[config.mk]
export PLATFORM = sky130hd
export DESIGN_NAME = irq_thr_slice
export DESIGN_NICKNAME = d
export VERILOG_FILES = /design/src/rtl/irq_thr_pkg.sv /design/src/rtl/irq_bus_regs.sv /design/src/rtl/irq_key_gate.sv /design/src/rtl/irq_thr_filter.sv /design/src/rtl/irq_thr_slice.sv
export SDC_FILE = /design/constraint.sdc
export NUM_CORES = 1
export LEC_CHECK = 0
export BUFFER_PORTS_ARGS = -buffer_cell sky130_fd_sc_hd__buf_4
export CORE_ASPECT_RATIO = 1.2
export CORE_MARGIN = 1
export CORE_UTILIZATION = 30
export CTS_CLUSTER_SIZE = 28
export DETAILED_ROUTE_END_ITERATION = 8
export PLACE_DENSITY = 0.79
export SLEW_MARGIN = 25
export SYNTH_ARGS = -nofsm -noshare
export SYNTH_HDL_FRONTEND = slang
export SYNTH_SLANG_ARGS = --single-unit
[constraint.sdc]
create_clock -name clk -period 2.9 [get_ports clk]
set_clock_uncertainty 0.1 [all_clocks]
set_input_delay 0.145 -clock clk [delete_from_list [all_inputs] [get_ports clk]]
set_output_delay 0.145 -clock clk [all_outputs]
set_load 0.01 [all_outputs]
[src/rtl/irq_thr_pkg.sv]
package irq_thr_pkg;

    localparam int DATA_W  = 32;
    localparam int ADDR_W  = 8;
    localparam int IRQ_N   = 7;
    localparam int PRIO_W  = 2;
    localparam int KEY_W   = 16;
    localparam int THR_W   = 8;
    localparam int THR_LSB = THR_W - PRIO_W;
    localparam int RST_BIT = 7;
    localparam int KEY_LSB = DATA_W - KEY_W;

    localparam logic [ADDR_W-1:0] OFS_PEND = 8'h24;
    localparam logic [ADDR_W-1:0] OFS_THR  = 8'h40;
    localparam logic [ADDR_W-1:0] OFS_CFG  = 8'h48;

    localparam logic [KEY_W-1:0] KEY_SYSRST = 16'hBEEF;

    typedef enum logic [1:0] {
        SEL_NONE,
        SEL_PEND,
        SEL_THR,
        SEL_CFG
    } reg_sel_e;

    typedef struct packed {
        logic             wr;
        logic [KEY_W-1:0] key;
        logic             rst_req;
    } cfg_wr_t;

    function automatic reg_sel_e decode_ofs(input logic [ADDR_W-1:0] a);
        reg_sel_e s;
        unique case (a)
            OFS_PEND: s = SEL_PEND;
            OFS_THR:  s = SEL_THR;
            OFS_CFG:  s = SEL_CFG;
            default:  s = SEL_NONE;
        endcase
        return s;
    endfunction

endpackage

[src/rtl/irq_bus_regs.sv]
module irq_bus_regs
    import irq_thr_pkg::*;
#(
    parameter int N  = IRQ_N,
    parameter int PW = PRIO_W
) (
    input  logic              clk,
    input  logic              rst,
    input  logic              bus_sel,
    input  logic              bus_wr,
    input  logic [ADDR_W-1:0] bus_addr,
    input  logic [DATA_W-1:0] bus_wdata,
    input  logic [N-1:0]      pend,
    output logic [DATA_W-1:0] rdata,
    output logic [PW-1:0]     thr,
    output cfg_wr_t           cfg
);
    localparam int TLSB = THR_W - PW;

    reg_sel_e sel_r;
    logic     wr_thr;

    always_comb begin
        sel_r  = decode_ofs(bus_addr);
        wr_thr = bus_sel && bus_wr && (sel_r == SEL_THR);
    end

    always_ff @(posedge clk) begin
        if (rst)
            thr <= '0;
        else if (wr_thr)
            thr <= bus_wdata[TLSB +: PW];
    end

    always_comb begin
        cfg.wr      = bus_sel && bus_wr && (sel_r == SEL_CFG);
        cfg.key     = bus_wdata[KEY_LSB +: KEY_W];
        cfg.rst_req = bus_wdata[RST_BIT];
    end

    always_comb begin
        rdata = '0;
        unique case (sel_r)
            SEL_PEND: rdata[N-1:0]      = pend;
            SEL_THR:  rdata[TLSB +: PW] = thr;
            default:  rdata             = '0;
        endcase
    end

    AST_THR_HOLD: assert property (@(posedge clk) disable iff (rst)
        !(bus_sel && bus_wr && bus_addr == OFS_THR) |=> $stable(thr));

endmodule

[src/rtl/irq_key_gate.sv]
module irq_key_gate
    import irq_thr_pkg::*;
#(
    parameter logic [KEY_W-1:0] KEY = KEY_SYSRST
) (
    input  logic    clk,
    input  logic    rst,
    input  cfg_wr_t cfg,
    output logic    pulse
);
    logic fire;

    always_comb fire = cfg.wr && cfg.rst_req && (cfg.key == KEY);

    always_ff @(posedge clk) begin
        if (rst)
            pulse <= 1'b0;
        else
            pulse <= fire && !pulse;
    end

    AST_PULSE_ONE: assert property (@(posedge clk) disable iff (rst)
        pulse |=> !pulse);

endmodule

[src/rtl/irq_thr_filter.sv]
module irq_thr_filter
    import irq_thr_pkg::*;
#(
    parameter int N  = IRQ_N,
    parameter int PW = PRIO_W
) (
    input  logic          clk,
    input  logic          rst,
    input  logic [PW-1:0] thr,
    input  logic [N-1:0]  pend,
    input  logic [N*PW-1:0] prio,
    output logic [N-1:0]  elig,
    output logic          req
);
    logic filt_on;

    always_comb filt_on = (thr != '0);

    for (genvar i = 0; i < N; i++) begin : g_lane
        logic [PW-1:0] p;
        always_comb begin
            p       = prio[i*PW +: PW];
            elig[i] = pend[i] && !(filt_on && (p < thr));
        end
    end

    always_comb req = |elig;

    AST_ELIG_SUBSET: assert property (@(posedge clk) disable iff (rst)
        (elig & ~pend) == '0);

endmodule

[src/rtl/irq_thr_slice.sv]
module irq_thr_slice
    import irq_thr_pkg::*;
#(
    parameter int N  = IRQ_N,
    parameter int PW = PRIO_W
) (
    input  logic              clk,
    input  logic              rst,
    input  logic              bus_sel,
    input  logic              bus_wr,
    input  logic [ADDR_W-1:0] bus_addr,
    input  logic [DATA_W-1:0] bus_wdata,
    output logic [DATA_W-1:0] bus_rdata,
    input  logic [N-1:0]      irq_pend,
    input  logic [N*PW-1:0]   irq_prio,
    output logic [N-1:0]      irq_elig,
    output logic              irq_req,
    output logic              sys_rst_pulse
);
    logic [PW-1:0] thr;
    cfg_wr_t       cfg;

    irq_bus_regs #(.N(N), .PW(PW)) u_regs (
        .clk       (clk),
        .rst       (rst),
        .bus_sel   (bus_sel),
        .bus_wr    (bus_wr),
        .bus_addr  (bus_addr),
        .bus_wdata (bus_wdata),
        .pend      (irq_pend),
        .rdata     (bus_rdata),
        .thr       (thr),
        .cfg       (cfg)
    );

    irq_key_gate #(.KEY(KEY_SYSRST)) u_gate (
        .clk   (clk),
        .rst   (rst),
        .cfg   (cfg),
        .pulse (sys_rst_pulse)
    );

    irq_thr_filter #(.N(N), .PW(PW)) u_filt (
        .clk  (clk),
        .rst  (rst),
        .thr  (thr),
        .pend (irq_pend),
        .prio (irq_prio),
        .elig (irq_elig),
        .req  (irq_req)
    );

    AST_THR_OFF: assert property (@(posedge clk) disable iff (rst)
        (thr == '0) |-> (irq_elig == irq_pend));

    AST_REQ_NEEDS_PEND: assert property (@(posedge clk) disable iff (rst)
        irq_req |-> (irq_pend != '0));

    AST_RST_KEYED: assert property (@(posedge clk) disable iff (rst)
        sys_rst_pulse |-> $past(bus_sel && bus_wr && bus_addr == OFS_CFG &&
                                bus_wdata[RST_BIT] &&
                                bus_wdata[KEY_LSB +: KEY_W] == KEY_SYSRST));

endmodule

== Word-level counts from Yosys, hierarchy flattened ==
Cells that the tools add are included.

* Register bits after elaboration: 3
* Bits of input ports: 65
* Output and inout port bits: 41

* Magnitude comparators: 7
* Eq/ne operators: 7
* Muxes and demuxes: 4
* Reduce and logical (&&, ||, !) cells: 30

{| class="wikitable"
|+ Operators by type and width
! kind !! count
|-
| logical AND 1 bit || 20
|-
| == test 16 bit, second input constant || 1
|-
| == test 8 x 7 -> 1 bit, second input constant || 2
|-
| < comparator 2 bit || 7
|-
| == test 8 x 6 -> 1 bit, second input constant || 1
|-
| zero test 1 bit || 8
|-
| OR reduction 7 bit || 1
|-
| 2-to-1 mux 6 bit || 1
|-
| one-hot mux 2 bit (3 select lines) || 1
|-
| == test 2 bit, second input constant || 2
|-
| == test 2 x 1 -> 1 bit, second input constant || 1
|-
| one-hot mux 1 bit (2 select lines) || 1
|-
| nonzero test 2 bit || 1
|-
| 2-to-1 mux 1 bit || 1
|}

== Longest topological paths before layout ==
Gate-level depths: netlist of the first run.

* Word-level depth: 7
* Gate-level depth with buffers: 8
* Depth with buffers taken out: 8

== Hierarchy ==
A second synthesis of the first run with hierarchy kept.

* Cells, all modules: 119
* Area total of the unflattened synthesis: 947.2 µm²

{| class="wikitable"
|+ Modules (own cells, without submodules)
! module !! times used !! cells an instance !! area an instance (µm²)
|-
| irq_bus_regs || 1 || 72 || 580.6
|-
| irq_thr_filter || 1 || 39 || 284.0
|-
| irq_key_gate || 1 || 8 || 82.6
|}

== Worst setup path after synthesis of the first run ==
Ideal clock, no wire load.

* Path type: register to output
* Start point: register u_regs.thr[1]
* End point: output irq_req
* Data arrival time: 1872 ps
* Data required time: 2655 ps
* Path slack: 783 ps
* Cell stages (with the launch flop): 7
* Path buffers: 0
* Cell sequence: dfxtp_1 > inv_1 > ha_1 > nor3b_1 > a311oi_1 > nor4_1 > or4b_1

* Word-level cells in the longest chain between the ends: 5

{| class="wikitable"
|+ RTL lines
! element !! line !! source
|-
| from (decl) || irq_bus_regs.sv:15 || <nowiki>output logic [PW-1:0] thr,</nowiki>
|-
| from (signal assigned) || irq_bus_regs.sv:32 || <nowiki>thr <= bus_wdata[TLSB +: PW];</nowiki>
|-
| < comparator 2 bit or nonzero test 2 bit (tied branches) || irq_thr_filter.sv:23, irq_thr_filter.sv:17 ||
|-
| logical AND 1 bit * || irq_thr_filter.sv:23 || <nowiki>elig[i] = pend[i] && !(filt_on && (p < thr));</nowiki>
|-
| zero test 1 bit * || irq_thr_filter.sv:23 ||
|-
| logical AND 1 bit * || irq_thr_filter.sv:23 ||
|-
| net irq_elig[2] || irq_thr_slice.sv:16 || <nowiki>output logic [N-1:0] irq_elig,</nowiki>
|-
| OR reduction 7 bit * || irq_thr_filter.sv:27 || <nowiki>always_comb req = |elig;</nowiki>
|-
| to (decl) || irq_thr_slice.sv:17 || <nowiki>output logic irq_req,</nowiki>
|}

Mark *: on every way through the listed nets, which the timed path passes. The rest lies on a longest branch.

== Final worst setup path of the first run ==
* Start point: register u_regs.thr[1]
* End point: output irq_req

* Word-level cells in the longest chain between the ends: 5

{| class="wikitable"
|+ RTL lines
! element !! line
|-
| < comparator 2 bit or nonzero test 2 bit (tied branches) || irq_thr_filter.sv:23, irq_thr_filter.sv:17
|-
| logical AND 1 bit || irq_thr_filter.sv:23
|-
| zero test 1 bit || irq_thr_filter.sv:23
|-
| logical AND 1 bit || irq_thr_filter.sv:23
|-
| OR reduction 7 bit * || irq_thr_filter.sv:27
|}

Every way passes the cells marked *; elsewhere a longest branch is shown, timed or not.

==> out/results.ini, run 1 <==
[power]
leakage_nw=0.676
power_density_mw_per_mm2=175
ir_drop_mv=0.294

[finish]
layout_commonest_cell=buf_4
drive_above_1_share_pct=42.1
nets=247
layout_common_cells=buf_4 (67), conb_1 (24), inv_1 (10), ha_1 (10), nand2_1 (8)
area_growth_pct=62.8
antennaDiodeCount=0
final_cell_area_mm2=0.00124

[global_routing]
grt_max_degree=11
gr-usage-all-layers_pct=15.0
grt_overflow_total=0
antenna_found_initial=0
grt_pass1_wl_um=3000
grt_pass1_vias=783

[route]
dr.pass1.iters=2
dr_total_vias=909
drc=0
routed_wl_um=2100
drt-vias-per-instance=4.50
postRouteAntennaNets=0
drt_iter0_markers=15
wire_per_inst_um=10.4

[logic_synthesis]
yosys_warnings=0
avgSynthCellArea_um2=7.56
synth_area_um2=763
synthesis.instances=101
ys_seq_area_share_pct=7.87
synth_cell_types=25
ys_ff_latch=3

[worst_setup_path]
path_max_fanout=10
cp.required_ns=2.65
crit_path_start_kind=flop
critPathArrivalTime_ns=2.35
max_stage_delay_ns=0.45
path_class=reg -> out
path_cells=inv_2, ha_1, nor3b_1, a311oi_1, nor4_1, or4b_1, buf_4
crit_slowest_cell=or4b_1
worstSetupEndpointType=primary output

[hold_path]
holdCritPathClass=in -> reg

[sta]
fin_crit_ns=2.60
hold_viol=0
holdWs_ns=0.0611
fmax_mhz=385
tns_ns=0
rsz0062_at_grt=false
finalCritPeriodShare_pct=89.5
slew_viol_final=0
setup_viol=0

[placed_design]
place_congestion=0.706
place_area_mm2=0.00121
place.port_buffers=67
hpwl_um=1830

[clocking]
clkTransAtPathRegs_ns=0.04
cts_buffers=3
clkSinkCount=3
ctsLongestPathBuffers=2
insertion_delay_ns=0.23
cts_tree=built
htree_levels=1
root_buffer=clkbuf_4

[floorplan]
die_h_um=57.3
start_util_pct=32.4
die_x_um=48.0
io_pins=106
die-area_mm2=0.00275
rows=19
core_mm2=0.00235

[run_status]
status=complete, no violations

[job]
drv_cap=0

==> Yosys cell counts (all sizes together) <==
cell type	number	area (µm²)
nor3	1	10.0
dfxtp	3	60.1
buf	25	185
nand4	2	12.5
ha	10	125
a22oi	1	7.51
inv	11	41.3
nand2	8	30.0
a311oi	4	35.0
or4	1	7.51
mux2i	2	20.0
nand4b	2	17.5
conb	1	3.75
nor4bb	1	10.0
nand3	1	5.00
and3	2	12.5
nor4	2	12.5
nor2	3	11.3
o21a	4	30.0
and2	7	43.8
or4b	2	20.0
a2bb2oi	3	26.3
nor2b	1	6.26
nor3b	4	30.0
==> state kept, by name (all words and copies together) (netlist names) <==
| register | count |
|---|---|
| u_regs.thr | 2 |
| u_gate.pulse | 1 |
==> metal layers <==
layer	wire length [µm]	track usage, %	part of all wire [%]
met1	749	14.1	36
met3	210	3.80	10
met5	0	0	0
met2	1120	29.5	53
met4	16	3.57	0.76
==> through the flow <==
step | std cells | power (mW) | setup WS (ns) | util [%]
CTS | 202 | 0.219 | 0.158 | 52.8
global placement | 197 | 0.142 | 0.426 | 51.2
finish | 202 | 0.217 | 0.303 | 52.8
global route | 202 | 0.238 | 0.0794 | 52.8
floorplan | 124 | 0.104 | 0.783 | -
detailed placement | 197 | 0.146 | 0.418 | 51.2
==> final timing paths <==
kind,startpoint,endpoint,slack (ns),cells past startpoint
max,u_regs.thr[1],irq_req,0.30,7
min,bus_wdata[6],u_regs.thr[0],0.06,3
max reg2reg,u_gate.pulse,u_gate.pulse,1.19,3
min reg2reg,u_regs.thr[1],u_regs.thr[1],0.50,2
==> worst max-delay path, delay by kind of cell, from the launching register on <==
| family | cells | cell delay, ns |
|---|---|---|
| buf+inv | 2 | 0.31 |
| compound gates | 1 | 0.09 |
| simple gates | 3 | 0.98 |
| flops | 1 | 0.43 |
| fa+ha+maj | 1 | 0.31 |
==> cells by family after synthesis <==
group	share of synthesized area, %
buffers and inverters	29.7
AO/OA/AOI/OAI	13.0
AND/OR/NAND/NOR	30.0
other	0.491
adder cells (fa/ha/maj)	16.4
multiplexers	2.62
flip-flops	7.87
==> final cells by class <==
cell class                 instances  area, µm²
fill                             216       1110
multi-input combinational         85        563
timing repair buffer              68        513
sequential                         3       60.1
inverter                          11       41.3
tap                               31       38.8
clock buffer                       4       26.3
==> power breakdown <==
part,internal (mW),switching [mW],total [mW]
logic,0.0613,0.0432,0.104
clock network,0.0514,0.0196,0.0710
registers,0.0415,0.0000790,0.0416
total,0.154,0.0629,0.217
==> what timing repair did <==
action	CTS	global route
hold endpoints to repair	2	0
endpoints found under the setup margin	0	1
buffers inserted	0	0
hold buffers	1	0
resized for setup	0	1
No activity file was read; power rests on OpenSTA's default activity.
==> inputs of run 2 (changes only) <==
--- a/config.mk
+++ b/config.mk
@@ -7,7 +7,7 @@
 export LEC_CHECK = 0
 export BUFFER_PORTS_ARGS = -buffer_cell sky130_fd_sc_hd__buf_4
 export CORE_ASPECT_RATIO = 1.2
-export CORE_MARGIN = 1
+export CORE_MARGIN = 5
 export CORE_UTILIZATION = 30
 export CTS_CLUSTER_SIZE = 28
 export DETAILED_ROUTE_END_ITERATION = 8
==> out/results.ini, run 2 (synthesis gave the netlist of run 1 again) <==
[run_status]
status=complete, no violations  ; unchanged

[route]
drt-vias-per-instance=4.24  ; was 4.50
drc=0  ; unchanged
dr_total_vias=882  ; was 909
wire_per_inst_um=11.1  ; was 10.4 µm
dr.pass1.iters=2  ; unchanged
routed_wl_um=2310  ; was 2100 µm
postRouteAntennaNets=0  ; unchanged
drt_iter0_markers=14  ; was 15

[placed_design]
place_congestion=0.706  ; about the same
hpwl_um=2030  ; was 1830 µm
place.port_buffers=67  ; unchanged
dpl_worst_slack_ns=0.454  ; was 0.418 ns

[clocking]
cts_tree=built  ; unchanged
clkTransAtPathRegs_ns=0.04  ; about the same
clkSinkCount=3  ; unchanged
ctsLongestPathBuffers=2  ; unchanged
insertion_delay_ns=0.23  ; about the same
htree_levels=1  ; unchanged
root_buffer=clkbuf_4  ; unchanged
cts_buffers=3  ; unchanged

[hold_path]
hold_path_end=u_regs.thr[0]  ; unchanged
hp-start=bus_wdata[6]  ; unchanged
holdCritPathClass=in -> reg  ; unchanged
worst_hold_path.num_cells=3  ; unchanged

[global_routing]
grt_max_degree=11  ; unchanged
grt_pass1_wl_um=3680  ; was 3000 µm
antenna_found_initial=0  ; unchanged
gr-usage-all-layers_pct=12.4  ; was 15.0%
grt_pass1_vias=894  ; was 783
grt_overflow_total=0  ; unchanged

[finish]
antennaDiodeCount=0  ; unchanged
largest_register=u_regs.thr  ; unchanged
regArea_um2=61.3  ; was 60.1 µm²
multi_input_area_um2=563  ; unchanged
n_fill_cell=260  ; was 216
top_regs=u_regs.thr (2), u_gate.pulse (1)  ; unchanged
drive_above_1_share_pct=44.0  ; was 42.1%
nets=251  ; was 247
area_growth_pct=67.7  ; was 62.8%
layout_commonest_cell=buf_4  ; unchanged
largest_reg_flops=2  ; unchanged
layout_common_cells=buf_4 (71), conb_1 (24), inv_1 (10), ha_1 (10), nand2_1 (8)  ; was buf_4 (67), conb_1 (24), inv_1 (10), ha_1 (10), nand2_1 (8)

[sta]
fin_crit_ns=2.62  ; was 2.60 ns
fmax_mhz=382  ; was 385 MHz
setup_ws_ns=0.282  ; was 0.303 ns
rsz0062_at_grt=false  ; unchanged
tns_ns=0  ; unchanged
hold_viol=0  ; unchanged
slew_viol_final=0  ; unchanged
finalCritPeriodShare_pct=90.3  ; was 89.5%
setup_viol=0  ; unchanged

[worst_setup_path]
r2r_slack_ns=1.25  ; was 1.19 ns
critPathArrivalTime_ns=2.37  ; was 2.35 ns
path_max_fanout=7  ; was 10
crit_slowest_cell=or4b_1  ; unchanged
r2r_start=u_gate.pulse  ; unchanged
max_stage_delay_ns=0.50  ; was 0.45 ns
reg2regPathDepth=3  ; unchanged
r2r-end=u_gate.pulse  ; unchanged
path_class=reg -> out  ; unchanged
cp.buffers_inverters=4  ; was 2
timing.critical_path.mode_cell=buf_4
cp_top_family=buffers and inverters  ; was simple AND/OR/NAND/NOR gates
path_cells=clkinvlp_4, buf_4, buf_4, ha_1, a2bb2oi_1, o21a_1, or4b_1, buf_4  ; was inv_2, ha_1, nor3b_1, a311oi_1, nor4_1, or4b_1, buf_4
cp.required_ns=2.65  ; about the same
setup.worst_path.start=u_regs.thr[1]  ; unchanged
worstSetupEndpointType=primary output  ; unchanged
crit_path_start_kind=flop  ; unchanged

[floorplan]
die_h_um=65.3  ; was 57.3 µm
start_util_pct=30.8  ; was 32.4%
die-area_mm2=0.00366  ; was 0.00275 mm²
die_x_um=56.0  ; was 48.0 µm
core_mm2=0.00248  ; was 0.00235 mm²
rows=20  ; was 19
io_pins=106  ; unchanged

[job]
drv_cap=0  ; unchanged

[power]
p_total_mw=0.220  ; was 0.217 mW
power_density_mw_per_mm2=172  ; was 175 mW/mm²
ir_drop_mv=0.176  ; was 0.294 mV
leakage_nw=0.692  ; was 0.676 nW

[run 2: final cells by class]
| class | count | area share (%) |
|---|---|---|
| Sequential cell | 3 | 4.79 |
| Timing Repair Buffer | 72 | 42.4 |
| Tap cell | 33 | 3.23 |
| Inverter | 11 | 3.52 |
| Clock buffer | 4 | 2.05 |
| Multi-Input combinational cell | 85 | 44.0 |
[run 2: what timing repair did]
action,4_1_cts,5_1_grt
hold buffers,1,0
endpoints found under the hold margin,2,0
setup endpoints to repair,0,1
buffers inserted,0,4
gates resized for setup,0,2
[run 2: worst max path at each step]
stage          endpoint  slack, ns  cells after the start
2_1_floorplan   irq_req       0.78                      6
3_3_place_gp    irq_req       0.44                      7
3_5_place_dp    irq_req       0.45                      7
4_1_cts         irq_req       0.19                      7
5_1_grt         irq_req       0.10                      7
6_report        irq_req       0.28                      8
[run 2: report_power, final]
part	switching, mW	leakage, nW	internal, mW
Clock	0.0221	0.0150	0.0516
Sequential	0.0000840	0.0247	0.0415
Combinational	0.0431	0.653	0.0613
Total	0.0653	0.692	0.154
[run 2: through the flow]
step | cell area, µm² | hold WS [ns] | utilization [%] | std cells
CTS | 1240 | 0.0512 | 50.3 | 204
finish | 1280 | 0.0524 | 51.7 | 208
global placement | 1210 | 0.223 | 48.8 | 199
detailed placement | 1210 | 0.228 | 48.8 | 199
global route | 1280 | 0.0580 | 51.7 | 208
floorplan | 850 | 0.117 | - | 124
[run 2: routing by layer]
metal	wire, µm	global-route usage [%]
met1	834	13.5
met2	1250	23.1
met3	212	2.75
met4	19	4.45
met5	0	0
[run 2: tightest hold or removal path, stage by stage]
cell and delay [ns]:
buf_4 0.08, mux2i_1 0.05, nor2_1 0.08
==> inputs of run 3 (changes only) <==
--- a/config.mk
+++ b/config.mk
@@ -11,8 +11,11 @@
 export CORE_UTILIZATION = 30
 export CTS_CLUSTER_SIZE = 28
 export DETAILED_ROUTE_END_ITERATION = 8
-export PLACE_DENSITY = 0.79
+export PLACE_DENSITY = 0.72
+export RECOVER_POWER = 100
 export SLEW_MARGIN = 25
 export SYNTH_ARGS = -nofsm -noshare
 export SYNTH_HDL_FRONTEND = slang
+export SYNTH_HIERARCHICAL = 1
 export SYNTH_SLANG_ARGS = --single-unit
+export TNS_END_PERCENT = 30
==> out/results.ini, run 3 <==
[floorplan]
die_h_um=71.6  ; was 65.3 µm
die-area_mm2=0.00439  ; was 0.00366 mm²
io_pins=106  ; unchanged
die_x_um=61.3  ; was 56.0 µm
core_mm2=0.00306  ; was 0.00248 mm²
rows=22  ; was 20
start_util_pct=31.0  ; was 30.8%

[clocking]
htree_levels=1  ; unchanged
post_cts_buffers=0  ; unchanged
cts_resized=0  ; unchanged
postCtsHoldBufs=0  ; was 1
cts_buffers=3  ; unchanged
clkSinkCount=3  ; unchanged
clkTransAtPathRegs_ns=0.04  ; about the same
cts_tree=built  ; unchanged
root_buffer=clkbuf_4  ; unchanged
insertion_delay_ns=0.24  ; was 0.23 ns
ctsLongestPathBuffers=2  ; unchanged

[power]
power_density_mw_per_mm2=178  ; was 172 mW/mm²
switching_share_pct=31.5  ; was 29.7%
p_int_mw=0.151  ; was 0.154 mW
ir_drop_mv=0.167  ; was 0.176 mV
p_switching_mw=0.0697  ; was 0.0653 mW
leakage_nw=0.625  ; was 0.692 nW
p_comb_share_pct=45.7  ; was 47.5%
pwr-share-clk_pct=35.5  ; was 33.5%
p_total_mw=0.221  ; was 0.220 mW
p_seq_share_pct=18.8  ; was 18.9%

[sta]
tns_ns=0  ; unchanged
setup_viol=0  ; unchanged
max_slew_margin_pct=64.6
rsz0062_at_grt=false  ; unchanged
fmax_mhz=388  ; was 382 MHz
worst_pin_slew_ns=0.526
slew_viol_final=0  ; unchanged
finalCritPeriodShare_pct=88.8  ; was 90.3%
hold_viol=0  ; unchanged
fin_crit_ns=2.58  ; was 2.62 ns

[placed_design]
place_congestion=0.691  ; was 0.706
hpwl_um=2160  ; was 2030 µm
place.port_buffers=67  ; unchanged

[logic_synthesis]
async_flop_share_pct=0  ; unchanged
yosys_warnings=6  ; was 0
synth_cell_types=32  ; was 25
synth_area_leader_cell=buf_4  ; unchanged
synthesis.instances=119  ; was 101
synth_top_area_share_pct=32.5  ; was 23.6%
synth_commonest_cells=buf_4 (41), ha_1 (10), inv_1 (9)  ; was buf_4 (24), inv_1 (11), ha_1 (10)
avgSynthCellArea_um2=7.96  ; was 7.56 µm²
ys.flop_type=dfxtp_1  ; unchanged
ys_seq_area_share_pct=6.34  ; was 7.87%
yosysMostFrequentCell=buf_4  ; unchanged
synth_area_um2=947  ; was 763 µm²
synthTopCellsByArea=buf_4 (32%), ha_1 (13%), dfxtp_1 (6.3%)  ; was buf_4 (24%), ha_1 (16%), dfxtp_1 (7.9%)
synth_edf_count=0  ; unchanged
ys_ff_latch=3  ; unchanged

[worst_setup_path]
critPathArrivalTime_ns=2.33  ; was 2.37 ns
cp.buffers_inverters=2  ; was 4
cp.required_ns=2.65  ; about the same
r2r_slack_ns=1.92  ; was 1.25 ns
worstSetupEndpointType=primary output  ; unchanged
reg2regPathDepth=3  ; unchanged
path_class=reg -> out  ; unchanged
cp_top_family=simple AND/OR/NAND/NOR gates  ; was buffers and inverters
r2r_start=u_gate/pulse  ; was u_gate.pulse
max_stage_delay_ns=0.46  ; was 0.50 ns
crit_path_start_kind=flop  ; unchanged
r2r-end=u_gate/pulse  ; was u_gate.pulse
path_max_fanout=9  ; was 7
crit_slowest_cell=or4b_1  ; unchanged
path_cells=inv_1, ha_1, nor3b_1, a311oi_1, nor4_1, or4b_1, clkbuf_1  ; was clkinvlp_4, buf_4, buf_4, ha_1, a2bb2oi_1, o21a_1, or4b_1, buf_4

[route]
routed_wl_um=2440  ; was 2310 µm
wire_per_inst_um=11.7  ; was 11.1 µm
postRouteAntennaNets=0  ; unchanged
dr_total_vias=916  ; was 882
drc=0  ; unchanged
drt-vias-per-instance=4.38  ; was 4.24
dr.pass1.iters=4  ; was 2
drt_iter0_markers=18  ; was 14

[hold_path]
hold_path_end=u_gate/pulse  ; was u_regs.thr[0]
worst_hold_path.num_cells=3  ; unchanged
holdCritPathClass=in -> reg  ; unchanged
hp-start=bus_wdata[20]  ; was bus_wdata[6]

[finish]
top_regs=u_regs/thr (2), u_gate/pulse (1)  ; was u_regs.thr (2), u_gate.pulse (1)
layout_common_cells=buf_4 (53), conb_1 (24), clkbuf_1 (15), ha_1 (10), inv_1 (9)  ; was buf_4 (71), conb_1 (24), inv_1 (10), ha_1 (10), nand2_1 (8)
area_growth_pct=30.9  ; was 67.7%
drive_above_1_share_pct=35.3  ; was 44.0%
antennaDiodeCount=0  ; unchanged
largest_reg_flops=2  ; unchanged
largest_register=u_regs/thr  ; was u_regs.thr
nets=249  ; was 251
layout_commonest_cell=buf_4  ; unchanged

[run_status]
status=complete, no violations  ; unchanged

[global_routing]
grt_pass1_vias=926  ; was 894
grt_max_degree=11  ; unchanged
grt_overflow_total=0  ; unchanged
antenna_found_initial=0  ; unchanged
grt_pass1_wl_um=3760  ; was 3680 µm
gr-usage-all-layers_pct=10.8  ; was 12.4%

[job]
drv_cap=0  ; unchanged

[run 3: cell types whose count changed in the layout (fill, tap and decap cells not counted), sizes merged, moves of 2 or more]
cell | previous run | this run
clkbuf | 4 | 19
and4bb | 0 | 3
nand2 | 8 | 6
nand2b | 0 | 4
buf | 71 | 53
and4b | 0 | 2
[run 3: per-layer routing]
metal  track usage (%)  share of wire, %  routed length [µm]  vias up
met1              10.9                32                 777      388
met4              2.89              0.57                  14        0
li1                  -                 -                   -      456
met2              19.2                46                1120       70
met5                 0                 0                   0        -
met3              5.23                21                 523        2
[run 3: worst min-delay path: stages]
cell      delay, ns
buf_4          0.07
nand4b_1       0.11
nor3_2         0.04
[run 3: power groups by stage]
stage	Sequential (mW)	Clock (mW)	Combinational (mW)
final	0.0416	0.0784	0.101
after floorplan	0.0422	0	0.0798
after global placement	0.0422	0	0.106
after CTS	0.0416	0.0815	0.108
after global routing	0.0415	0.0852	0.114
after detailed placement	0.0422	0	0.107
[run 3: logic make-up after synthesis]
family / after synthesis / share of synthesized area, %
AND/OR/NAND/NOR: 40 / 30.4
flip-flops: 3 / 6.34
multiplexers: 2 / 2.11
adder cells (fa/ha/maj): 10 / 13.2
AO/OA/AOI/OAI: 13 / 11.5
other: 1 / 0.396
buffers and inverters: 50 / 36.1
[run 3: through the flow]
stage | hold WS (ns) | area (µm²) | std cells | utilization (%) | setup WS (ns)
2_1_floorplan | 0.200 | 1030 | 142 | - | 0.742
6_report | 0.0714 | 1240 | 209 | 40.6 | 0.325
3_3_place_gp | 0.331 | 1280 | 205 | 41.9 | 0.498
3_5_place_dp | 0.326 | 1280 | 205 | 41.9 | 0.520
5_1_grt | 0.0751 | 1240 | 209 | 40.6 | 0.140
4_1_cts | 0.0699 | 1310 | 209 | 42.8 | 0.236
[run 3: how the worst max path moves through the flow]
stage | slack (ns) | endpoint | depth (start not counted) | from
4_1_cts | 0.24 | irq_req | 7 | u_regs/thr[1]
5_1_grt | 0.14 | irq_req | 7 | u_regs/thr[1]
3_5_place_dp | 0.52 | irq_req | 7 | u_regs/thr[1]
2_1_floorplan | 0.74 | irq_req | 6 | u_regs/thr[1]
3_3_place_gp | 0.50 | irq_req | 7 | u_regs/thr[1]
6_report | 0.32 | irq_req | 7 | u_regs/thr[1]
[run 3: final cells by class]
type | count | area, µm²
fill | 338 | 1820
multi-input combinational | 89 | 617
timing repair buffer | 68 | 458
sequential | 3 | 60.1
tap | 36 | 45.0
inverter | 9 | 33.8
clock buffer | 4 | 26.3
